$ cat src/rtl/dac_cmd_pkg.sv
// Package: shared widths and control-code encoding for the serial
// converter command receiver.
package dac_cmd_pkg;

    localparam int CTRL_W = 3;
    localparam int DATA_W = 12;
    localparam int SUB_W  = 1;
    localparam int WORD_W = CTRL_W + DATA_W + SUB_W;

    typedef enum logic [CTRL_W-1:0] {
        OP_NOP      = 3'b000,
        OP_LOAD_IN  = 3'b001,
        OP_LOAD_ALL = 3'b010,
        OP_XFER     = 3'b011,
        OP_SLEEP    = 3'b100,
        OP_WAKE     = 3'b101,
        OP_RSV6     = 3'b110,
        OP_RSV7     = 3'b111
    } op_e;

endpackage

$ cat src/rtl/pin_sync.sv
// Module: pin_sync
// Purpose: two-stage synchronizer for a bundle of asynchronous pins.
// Assumes: each bit is independent; reset value chosen per bit so that
// idle levels do not produce spurious edges after reset.
module pin_sync #(
    parameter int              W       = 1,
    parameter logic [W-1:0]    RST_VAL = '0
) (
    input  logic         clk,
    input  logic         rst_n,
    input  logic [W-1:0] async_i,
    output logic [W-1:0] sync_o
);

    genvar g;
    generate
        for (g = 0; g < W; g++) begin : g_bit
            logic meta_q;
            logic stab_q;

            // Two flops per pin to settle metastability.
            always_ff @(posedge clk) begin
                if (!rst_n) begin
                    meta_q <= RST_VAL[g];
                    stab_q <= RST_VAL[g];
                end else begin
                    meta_q <= async_i[g];
                    stab_q <= meta_q;
                end
            end

            assign sync_o[g] = stab_q;
        end
    endgenerate

endmodule

$ cat src/rtl/frame_rx.sv
// Module: frame_rx
// Purpose: collects one serial word from synchronized pins and releases it
// with a one-cycle strobe on the select rising edge when exactly WORD_W
// clock edges were received.
// Assumes: inputs already synchronized; system clock >= 4x serial clock.
module frame_rx #(
    parameter int WORD_W = 16
) (
    input  logic              clk,
    input  logic              rst_n,
    input  logic              cs_n_s,
    input  logic              sclk_s,
    input  logic              din_s,
    output logic              frame_valid_o,
    output logic [WORD_W-1:0] frame_word_o
);

    localparam int CNT_MAX = WORD_W + 1;
    localparam int CNT_W   = $clog2(CNT_MAX + 1);

    logic              cs_n_d;
    logic              sclk_d;
    logic              cs_rise;
    logic              sclk_rise;
    logic [CNT_W-1:0]  bit_cnt;
    logic [WORD_W-1:0] shift_q;
    logic              valid_q;

    // Edge detection on the synchronized select and clock.
    always_ff @(posedge clk) begin
        if (!rst_n) begin
            cs_n_d <= 1'b1;
            sclk_d <= 1'b0;
        end else begin
            cs_n_d <= cs_n_s;
            sclk_d <= sclk_s;
        end
    end

    assign cs_rise   = cs_n_s & ~cs_n_d;
    assign sclk_rise = sclk_s & ~sclk_d;

    // Bit counter: cleared while deselected, saturates past a full word.
    always_ff @(posedge clk) begin
        if (!rst_n) begin
            bit_cnt <= '0;
        end else if (cs_n_s) begin
            bit_cnt <= '0;
        end else if (sclk_rise && (bit_cnt != CNT_W'(CNT_MAX))) begin
            bit_cnt <= bit_cnt + 1'b1;
        end
    end

    // Shift register: MSB first, shifts only while selected.
    always_ff @(posedge clk) begin
        if (!rst_n) begin
            shift_q <= '0;
        end else if (!cs_n_s && sclk_rise) begin
            shift_q <= {shift_q[WORD_W-2:0], din_s};
        end
    end

    // Release strobe on select rise with an exact bit count.
    always_ff @(posedge clk) begin
        if (!rst_n) begin
            valid_q <= 1'b0;
        end else begin
            valid_q <= cs_rise && (bit_cnt == CNT_W'(WORD_W));
        end
    end

    assign frame_valid_o = valid_q;
    assign frame_word_o  = shift_q;

    // nothing shifts in while deselected.
    a_r2_idle_shift_hold: assert property (@(posedge clk) disable iff (!rst_n)
        (cs_n_s && cs_n_d) |=> $stable(shift_q));

    // a release strobe lasts one cycle and only follows a deselect.
    a_r3_single_strobe: assert property (@(posedge clk) disable iff (!rst_n)
        valid_q |-> (cs_n_s && !$past(valid_q)));

    // the counter never runs past its saturation point.
    a_r4_count_bound: assert property (@(posedge clk) disable iff (!rst_n)
        bit_cnt <= CNT_W'(CNT_MAX));

endmodule

$ cat src/rtl/dac_regs.sv
// Module: dac_regs
// Purpose: decodes a received word and updates the holding register, the
// converter register and the shutdown state.
// Assumes: word_i is stable whenever valid_i is high.
module dac_regs
    import dac_cmd_pkg::*;
#(
    parameter int DW = DATA_W
) (
    input  logic              clk,
    input  logic              rst_n,
    input  logic              valid_i,
    input  logic [WORD_W-1:0] word_i,
    output logic [DW-1:0]     dac_code_o,
    output logic              shdn_o
);

    op_e           op;
    logic [DW-1:0] data;
    logic [DW-1:0] hold_q;
    logic [DW-1:0] conv_q;
    logic          shdn_q;

    assign op   = op_e'(word_i[WORD_W-1 -: CTRL_W]);
    assign data = word_i[SUB_W +: DW];

    // Command execution on each released word.
    always_ff @(posedge clk) begin
        if (!rst_n) begin
            hold_q <= '0;
            conv_q <= '0;
            shdn_q <= 1'b0;
        end else if (valid_i) begin
            case (op)
                OP_LOAD_IN: begin
                    hold_q <= data;
                end
                OP_LOAD_ALL: begin
                    hold_q <= data;
                    conv_q <= data;
                    shdn_q <= 1'b0;
                end
                OP_XFER: begin
                    conv_q <= hold_q;
                    shdn_q <= 1'b0;
                end
                OP_SLEEP: begin
                    shdn_q <= 1'b1;
                end
                OP_WAKE: begin
                    shdn_q <= 1'b0;
                end
                default: begin
                end
            endcase
        end
    end

    // Converter sees zero during shutdown; stored code is preserved.
    assign dac_code_o = shdn_q ? '0 : conv_q;
    assign shdn_o     = shdn_q;

    // without a released word no state moves.
    a_r11_no_frame_no_change: assert property (@(posedge clk) disable iff (!rst_n)
        !valid_i |=> ($stable(hold_q) && $stable(conv_q) && $stable(shdn_q)));

    // input-only load leaves the converter side untouched.
    a_r6_input_only: assert property (@(posedge clk) disable iff (!rst_n)
        (valid_i && op == OP_LOAD_IN) |=> ($stable(conv_q) && $stable(shdn_q)));

    // shutdown is only entered by the sleep command.
    a_r9_sleep_source: assert property (@(posedge clk) disable iff (!rst_n)
        $rose(shdn_q) |-> $past(valid_i && op == OP_SLEEP));

    // recall restores the stored code untouched.
    a_r10_wake_keeps_code: assert property (@(posedge clk) disable iff (!rst_n)
        (valid_i && op == OP_WAKE) |=> (!shdn_q && $stable(conv_q) && $stable(hold_q)));

endmodule

$ cat src/rtl/serdac_cmd_if.sv
// Module: serdac_cmd_if (top)
// Purpose: three-wire serial command receiver for a 12-bit converter with
// double-buffered registers and a recallable shutdown state.
// Assumes: clk is at least four times the fastest serial clock.
module serdac_cmd_if
    import dac_cmd_pkg::*;
(
    input  logic              clk,
    input  logic              rst_n,
    input  logic              cs_n_i,
    input  logic              sclk_i,
    input  logic              din_i,
    output logic [DATA_W-1:0] dac_code_o,
    output logic              shdn_o
);

    localparam int PINS = 3;

    logic [PINS-1:0]   pins_s;
    logic              fv;
    logic [WORD_W-1:0] fw;

    pin_sync #(
        .W       (PINS),
        .RST_VAL (3'b100)
    ) u_sync (
        .clk     (clk),
        .rst_n   (rst_n),
        .async_i ({cs_n_i, sclk_i, din_i}),
        .sync_o  (pins_s)
    );

    frame_rx #(
        .WORD_W (WORD_W)
    ) u_rx (
        .clk           (clk),
        .rst_n         (rst_n),
        .cs_n_s        (pins_s[2]),
        .sclk_s        (pins_s[1]),
        .din_s         (pins_s[0]),
        .frame_valid_o (fv),
        .frame_word_o  (fw)
    );

    dac_regs #(
        .DW (DATA_W)
    ) u_regs (
        .clk        (clk),
        .rst_n      (rst_n),
        .valid_i    (fv),
        .word_i     (fw),
        .dac_code_o (dac_code_o),
        .shdn_o     (shdn_o)
    );

    // the first cycle after reset shows the cleared state.
    a_r12_reset_state: assert property (@(posedge clk)
        $rose(rst_n) |-> (dac_code_o == '0 && !shdn_o));

endmodule

$ cat config.mk
export PLATFORM = sky130hd
export DESIGN_NAME = serdac_cmd_if
export DESIGN_NICKNAME = d
export VERILOG_FILES = /design/src/rtl/dac_cmd_pkg.sv /design/src/rtl/pin_sync.sv /design/src/rtl/frame_rx.sv /design/src/rtl/dac_regs.sv /design/src/rtl/serdac_cmd_if.sv
export SDC_FILE = /design/constraint.sdc
export NUM_CORES = 1
export LEC_CHECK = 0
export BUFFER_PORTS_ARGS = -buffer_cell sky130_fd_sc_hd__buf_2
export CAP_MARGIN = 20
export CORE_ASPECT_RATIO = 1.5
export CORE_UTILIZATION = 26
export DETAILED_ROUTE_END_ITERATION = 8
export PLACE_DENSITY = 0.5
export SLEW_MARGIN = 20
export SYNTH_ARGS = -nofsm -noshare
export SYNTH_HDL_FRONTEND = slang
export SYNTH_HIERARCHICAL = 1
export SYNTH_SLANG_ARGS = --single-unit
$ cat constraint.sdc
create_clock -name clk -period 1.8 [get_ports clk]
set_input_delay 0.36 -clock clk [delete_from_list [all_inputs] [get_ports clk]]
set_output_delay 0.36 -clock clk [all_outputs]
set_load 0.01 [all_outputs]
# --- After elaboration in Yosys (flattened, before gate mapping) ---
# Cells that the tools add are included.
word_totals:
  reg_bits: 55
  latchBits: 0
  ram_bits: 0
  romBits: 0
  out_inout_bits: 13
  mem_count: 0
op_classes:
  n_addsub: 1
  n_mul: 0
  div: 0
  order_cmp: 0
  n_eq_ne: 7
  shifts: 0
  muxes: 3
  n_bitwise: 5
  n_reduce_logical: 12
ops:
  columns: ["op", "count"]
  rows:
  - ["$pmux 12 s2", 1]
  - ["$mux 12", 1]
  - ["$eq 3x2->1 const B", 2]
  - ["$eq 3x3->1 const B", 2]
  - ["$reduce_and 2->1", 3]
  - ["$add 5x1->5 const B", 1]
  - ["$eq 5x5->1 const B", 1]
  - ["$ne 5x5->1 const B", 1]
  - ["$reduce_bool 2->1", 2]
  - ["$reduce_or 2->1", 2]
  - ["$eq 3x1->1 const B", 1]
  - ["$logic_and 1x1->1", 3]
  - ["$not 1->1", 3]
  - ["$reduce_or 3->1", 1]
  - ["$and 1x1->1", 2]
  - ["$pmux 1 s2", 1]
  - ["$logic_not 1->1", 1]

# --- Longest topological paths before layout ---
logic_depth:
  ltp_word: 4
  depth_mapped: 6

# --- Hierarchy ---
# Netlist, hierarchy kept.
modules_own_cells:
  columns: ["module", "instances", "cells_each", "area_per_inst_um2"]
  rows:
  - ["dac_regs", 1, 143, 1154.9]
  - ["frame_rx", 1, 109, 1056.0]
  - ["pin_sync", 1, 15, 180.2]

# --- Least setup slack after synthesis ---
# Ideal clock, no wire load.
synth_path:
  path_type: "register to register"
  startpoint: "register u_rx.shift_q[14], in the netlist u_rx/frame_word_o[14]"
  endpoint: "register u_regs.conv_q[2]"
  arrival_ns: 1.255
  required_time_ns: 1.726
  slack_ns: 0.471
  stages_incl_launch_ff: 6
  n_path_buf: 1
  path_cell_list: "dfxtp_1 -> ha_1 -> and2_0 -> clkbuf_1 -> o21ai_0 -> a31oi_1"
synth_between:
  elab_chain_cells: 3
  elab_cells_between_ends: 5
  classes_between: "2 x eq/ne; 1 x mux; 2 x reduce/logical"
synth_rtl:
  columns: ["item", "line_no", "source"]
  rows:
  - ["start, declared", "frame_rx.sv:26", "logic [WORD_W-1:0] shift_q;"]
  - ["start signal, assigned", "frame_rx.sv:59", "shift_q <= {shift_q[WORD_W-2:0], din_s};"]
  - ["$eq 3x2->1", "dac_regs.sv:34", "case (op)"]
  - ["$reduce_bool 2->1 (no line)", null, null]
  - ["$reduce_and 2->1 (no line)", null, null]
  - ["end signal, assigned", "dac_regs.sv:40", "conv_q <= data;"]
  - ["end signal, assigned", "dac_regs.sv:44", "conv_q <= hold_q;"]
  - ["end, declared", "dac_regs.sv:21", "logic [DW-1:0] conv_q;"]
# Several ways; a longest one is shown, not always the timed one.
# A chain may end at the register's enable or synchronous reset.

# --- Worst setup path in the final report ---
layout_path:
  startpoint: "register u_regs.shdn_q, in the netlist u_regs/shdn_o"
  endpoint: "output dac_code_o[3]"
layout_between:
  elab_chain_cells: 1
layout_rtl:
  columns: ["item", "line_no", "source"]
  rows:
  - ["start, declared", "dac_regs.sv:22", "logic shdn_q;"]
  - ["start signal, assigned", "dac_regs.sv:32", "shdn_q <= 1'b0;"]
  - ["start signal, assigned", "dac_regs.sv:41", "shdn_q <= 1'b0;"]
  - ["start signal, assigned", "dac_regs.sv:45", "shdn_q <= 1'b0;"]
  - ["$mux 12", "dac_regs.sv:60", "assign dac_code_o = shdn_q ? '0 : conv_q;"]
  - ["end, declared", "serdac_cmd_if.sv:13", "output logic [DATA_W-1:0] dac_code_o,"]
# No other way between the ends.

==> tab_implementation.tex <==
\begin{tabular}{lr}
\hline
Metric & Value \\
\hline
\multicolumn{2}{l}{\textbf{Clock network}} \\
\quad Number of buffers created by CTS & 5 \\
\quad \# hold bufs at CTS & 0 \\
\quad Clock input transition at the sequential cells of the worst setup and hold paths & 0.07 ns \\
\quad Maximum buffer depth of the clock tree & 2 \\
\quad Post-CTS Repair Setup Buffers & 0 \\
\quad Clock Sinks & 55 \\
\quad Post-CTS resize count & 0 \\
\quad Clock Latency Late Sink & 0.29 ns \\
\quad H-tree depth reported by CTS & 2 \\
\quad Clock Root Buffer & sky130\_fd\_sc\_hd\_\_clkbuf\_16 \\
\quad CTS tree & yes \\
\multicolumn{2}{l}{\textbf{Floorplan}} \\
\quad Initial cell density of the core & 0.269 \\
\quad IO Pins & 18 \\
\quad Overall die area & 9590 µm² \\
\quad Placeable core region & 8880 µm² \\
\quad Height of the chip & 119 µm \\
\quad Width of the die & 80.3 µm \\
\quad Count of standard-cell rows & 42 \\
\multicolumn{2}{l}{\textbf{Logic synthesis}} \\
\quad Number of nets in the synthesized netlist & 276 \\
\quad YS warnings & 6 \\
\quad Register bit count reported by yosys & 55 \\
\quad Synth Instances & 267 \\
\quad Count of unique library cells instantiated by Yosys & 36 \\
\quad Number of synthesized flops with an enable pin & 0 \\
\quad Share of flip-flops with an asynchronous set or reset & 0 \\
\quad Synthesized cell area & 2390 µm² \\
\quad Avg Inst Size Synth & 8.96 µm² \\
\quad Predominant post-synthesis flop cell & sky130\_fd\_sc\_hd\_\_dfxtp\_1 \\
\quad Seq/Total Area, Yosys & 0.460 \\
\multicolumn{2}{l}{\textbf{Detailed routing}} \\
\quad DRC errors left & 0 \\
\quad Ratio of routed vias to standard cells & 4.43 \\
\quad Routed wire length per instance & 11.2 µm \\
\quad Drt first-iter violations & 84 \\
\quad Detailed Route WL & 4350 µm \\
\quad Number of optimization iterations in the first detailed-route pass & 4 \\
\quad Antenna Nets Post-Route & 0 \\
\quad Via count & 1720 \\
\multicolumn{2}{l}{\textbf{Layout}} \\
\quad Number of fill cells & 933 \\
\quad Final design instance area without fill & 2690 µm² \\
\quad Area occupied by multi-input gates & 1150 µm² \\
\quad Proportion of layout cells with a drive suffix above 1 & 0.191 \\
\quad Layout overhead on the synthesized area & 12.6\% \\
\quad Final net count & 287 \\
\quad Final Core Density & 0.303 \\
\quad Area of all sequential standard cells & 1100 µm² \\
\quad Number of antenna repair diodes & 0 \\
\multicolumn{2}{l}{\textbf{Setup path}} \\
\quad Capturing element type of the critical path & output port \\
\quad Cell breakdown of the critical path & nor2b\_1 > buf\_2 \\
\quad Highest fanout seen on the critical path & 14 \\
\quad Number of buffers and inverters on the critical path & 1 \\
\quad Maximum cell stage delay along the critical path & 0.62 ns \\
\quad Data required time of the worst path & 1.44 ns \\
\quad Crit path DAT & 1.16 ns \\
\quad Crit path max-delay cell type & sky130\_fd\_sc\_hd\_\_dfxtp\_1 \\
\quad Crit path kind & register to output port \\
\quad Cell family with the largest share of critical-path delay & flip-flops \\
\quad Worst setup SP type & register \\
\multicolumn{2}{l}{\textbf{Power and ir drop}} \\
\quad Final total power & 0.00233 W \\
\quad Leakage power of the design & 0.901 nW \\
\quad Worst voltage drop across the vdd grid & 0.534 mV \\
\quad Total power divided by cell area & 867 nW/µm² \\
\multicolumn{2}{l}{\textbf{STA}} \\
\quad Worst slew pin tran & 0.754 ns \\
\quad Remaining max-slew budget at the tightest pin & 0.497 \\
\quad Final critical delay including setup and external delays & 1.52 ns \\
\quad Number of failing setup endpoints in the final timing report & 0 \\
\quad Max frequency & 657 MHz \\
\quad Max-slew violation total from the final report & 0 \\
\quad Hold Violations, Final & 0 \\
\quad Final clock period utilization by the worst path & 0.846 \\
\quad Unrepaired setup endpoints after global routing & false \\
\quad Setup TNS & 0 ns \\
\quad Clock Skews & 0.00547 ns \\
\quad Final worst slack & 0.278 ns \\
\multicolumn{2}{l}{\textbf{Run}} \\
\quad Number of max-capacitance violations reported & 0 \\
\multicolumn{2}{l}{\textbf{Min path}} \\
\quad Hold Crit Class & input port to register \\
\multicolumn{2}{l}{\textbf{Outcome}} \\
\quad Run status & complete, no violations \\
\multicolumn{2}{l}{\textbf{Placement}} \\
\quad RePlAce Congestion & 0.721 \\
\quad Standard cell area after detailed placement & 2530 µm² \\
\quad Number of buffers added on ports & 17 \\
\quad DP Worst Slack & 0.366 ns \\
\quad HPWL after DPL & 2990 µm \\
\multicolumn{2}{l}{\textbf{GRT}} \\
\quad Global-route wire length before repair & 7370 µm \\
\quad GR Util All Layers & 0.0978 \\
\quad Overflow after GRT & 0 \\
\quad Number of global-route vias before repair & 1570 \\
\quad Antenna violations before repair & 0 \\
\quad Maximum number of pins on one net before global-route repair & 37 \\
\hline
\end{tabular}
[placed cells by master, fill, tap and decap left out, drive strengths merged, types with 2 or more instances in the layout]
cell and count:
clkbuf 6, dfxtp 55, ha 4, nand2b 3, a31oi 12, nor2b 13, inv 5, and2 6
or3 4, nand2 83, a21oi 4, buf 22, a21boi 17, o21ai 16, and3b 2, nand3b 2
mux2i 12
[layer usage]
metal	wire, µm	share of wire	track usage	vias to the layer above
li1	-	-	-	908
met3	119	0.027	0.0207	6
met4	87	0.020	0.0435	0
met2	2080	0.48	0.167	19
met1	2060	0.47	0.115	787
met5	0	0	0	-
[flip-flops by register name (all words and copies together), names as in the netlist]
name / flops
u_regs/shdn_o: 1
u_regs/hold_q: 12
u_rx/frame_word_o: 16
u_sync/g_bit.stab_q: 3
u_rx/bit_cnt: 5
u_rx/cs_n_d: 1
u_sync/g_bit.meta_q: 3
u_regs/conv_q: 12
u_rx/frame_valid_o: 1
u_rx/sclk_d: 1
[final timing paths]
| check | start | endpoint | slack (ns) | depth (start not counted) |
|---|---|---|---|---|
| min reg2reg | u_sync/g_bit[2].meta_q | u_sync/g_bit[2].stab_q | 0.41 | 1 |
| min | cs_n_i | u_sync/g_bit[2].meta_q | 0.26 | 2 |
| max reg2reg | u_rx/sclk_d | u_rx/frame_word_o[3] | 0.36 | 3 |
| max | u_regs/shdn_o | dac_code_o[3] | 0.28 | 2 |
[final cells by class]
class                   instances  share of cell area
multi-input cells             189               0.428
flip-flops and latches         55               0.409
clock buffers                   6              0.0479
clock inverters                 1              0.0112
inverters                       5             0.00697
well taps                     110              0.0511
repair buffers                 22              0.0455
[kinds of logic (layout without fill, tap and decap cells)]
| logic type | count (synthesis) | count (layout) | synth area share |
|---|---|---|---|
| XOR/XNOR | 1 | 1 | 0.00366 |
| AND/OR/NAND/NOR | 120 | 120 | 0.254 |
| multiplexers | 12 | 12 | 0.0502 |
| buffers and inverters | 23 | 34 | 0.0570 |
| flip-flops | 55 | 55 | 0.460 |
| adder cells (fa/ha/maj) | 4 | 4 | 0.0209 |
| AO/OA/AOI/OAI | 52 | 52 | 0.153 |
[synthesized netlist by cell type, types with 2 or more instances]
| master | instances | area [µm²] |
|---|---|---|
| sky130_fd_sc_hd__ha_1 | 4 | 50.1 |
| sky130_fd_sc_hd__nand3b_1 | 2 | 15.0 |
| sky130_fd_sc_hd__clkbuf_1 | 8 | 30.0 |
| sky130_fd_sc_hd__nor2b_1 | 13 | 81.3 |
| sky130_fd_sc_hd__and2_1 | 4 | 25.0 |
| sky130_fd_sc_hd__mux2i_1 | 12 | 120 |
| sky130_fd_sc_hd__buf_2 | 3 | 15.0 |
| sky130_fd_sc_hd__o21ai_0 | 16 | 80.1 |
| sky130_fd_sc_hd__nand2b_1 | 3 | 18.8 |
| sky130_fd_sc_hd__inv_1 | 5 | 18.8 |
| sky130_fd_sc_hd__a31oi_1 | 12 | 75.1 |
| sky130_fd_sc_hd__a21boi_2 | 10 | 113 |
| sky130_fd_sc_hd__dfxtp_1 | 55 | 1100 |
| sky130_fd_sc_hd__buf_6 | 2 | 22.5 |
| sky130_fd_sc_hd__nand2_2 | 10 | 62.6 |
| sky130_fd_sc_hd__or3_1 | 4 | 25.0 |
| sky130_fd_sc_hd__buf_4 | 4 | 30.0 |
| sky130_fd_sc_hd__nand2_1 | 73 | 274 |
| sky130_fd_sc_hd__and3b_2 | 2 | 20.0 |
| sky130_fd_sc_hd__a21boi_1 | 6 | 45.0 |
| sky130_fd_sc_hd__a21oi_1 | 4 | 20.0 |
[power breakdown]
| group | internal, W | switching, W | total (W) |
|---|---|---|---|
| Combinational | 0.0000194 | 0.0000256 | 0.0000450 |
| Sequential | 0.00122 | 0.00000415 | 0.00123 |
| Clock | 0.000650 | 0.000412 | 0.00106 |
[stage by stage]
stage | std cells | hold slack (ns)
floorplan | 267 | 0.386
global placement | 381 | 0.396
detailed placement | 381 | 0.401
CTS | 388 | 0.256
global route | 388 | 0.260
finish | 388 | 0.255
Note: power is estimated with default switching activity, not from simulation.
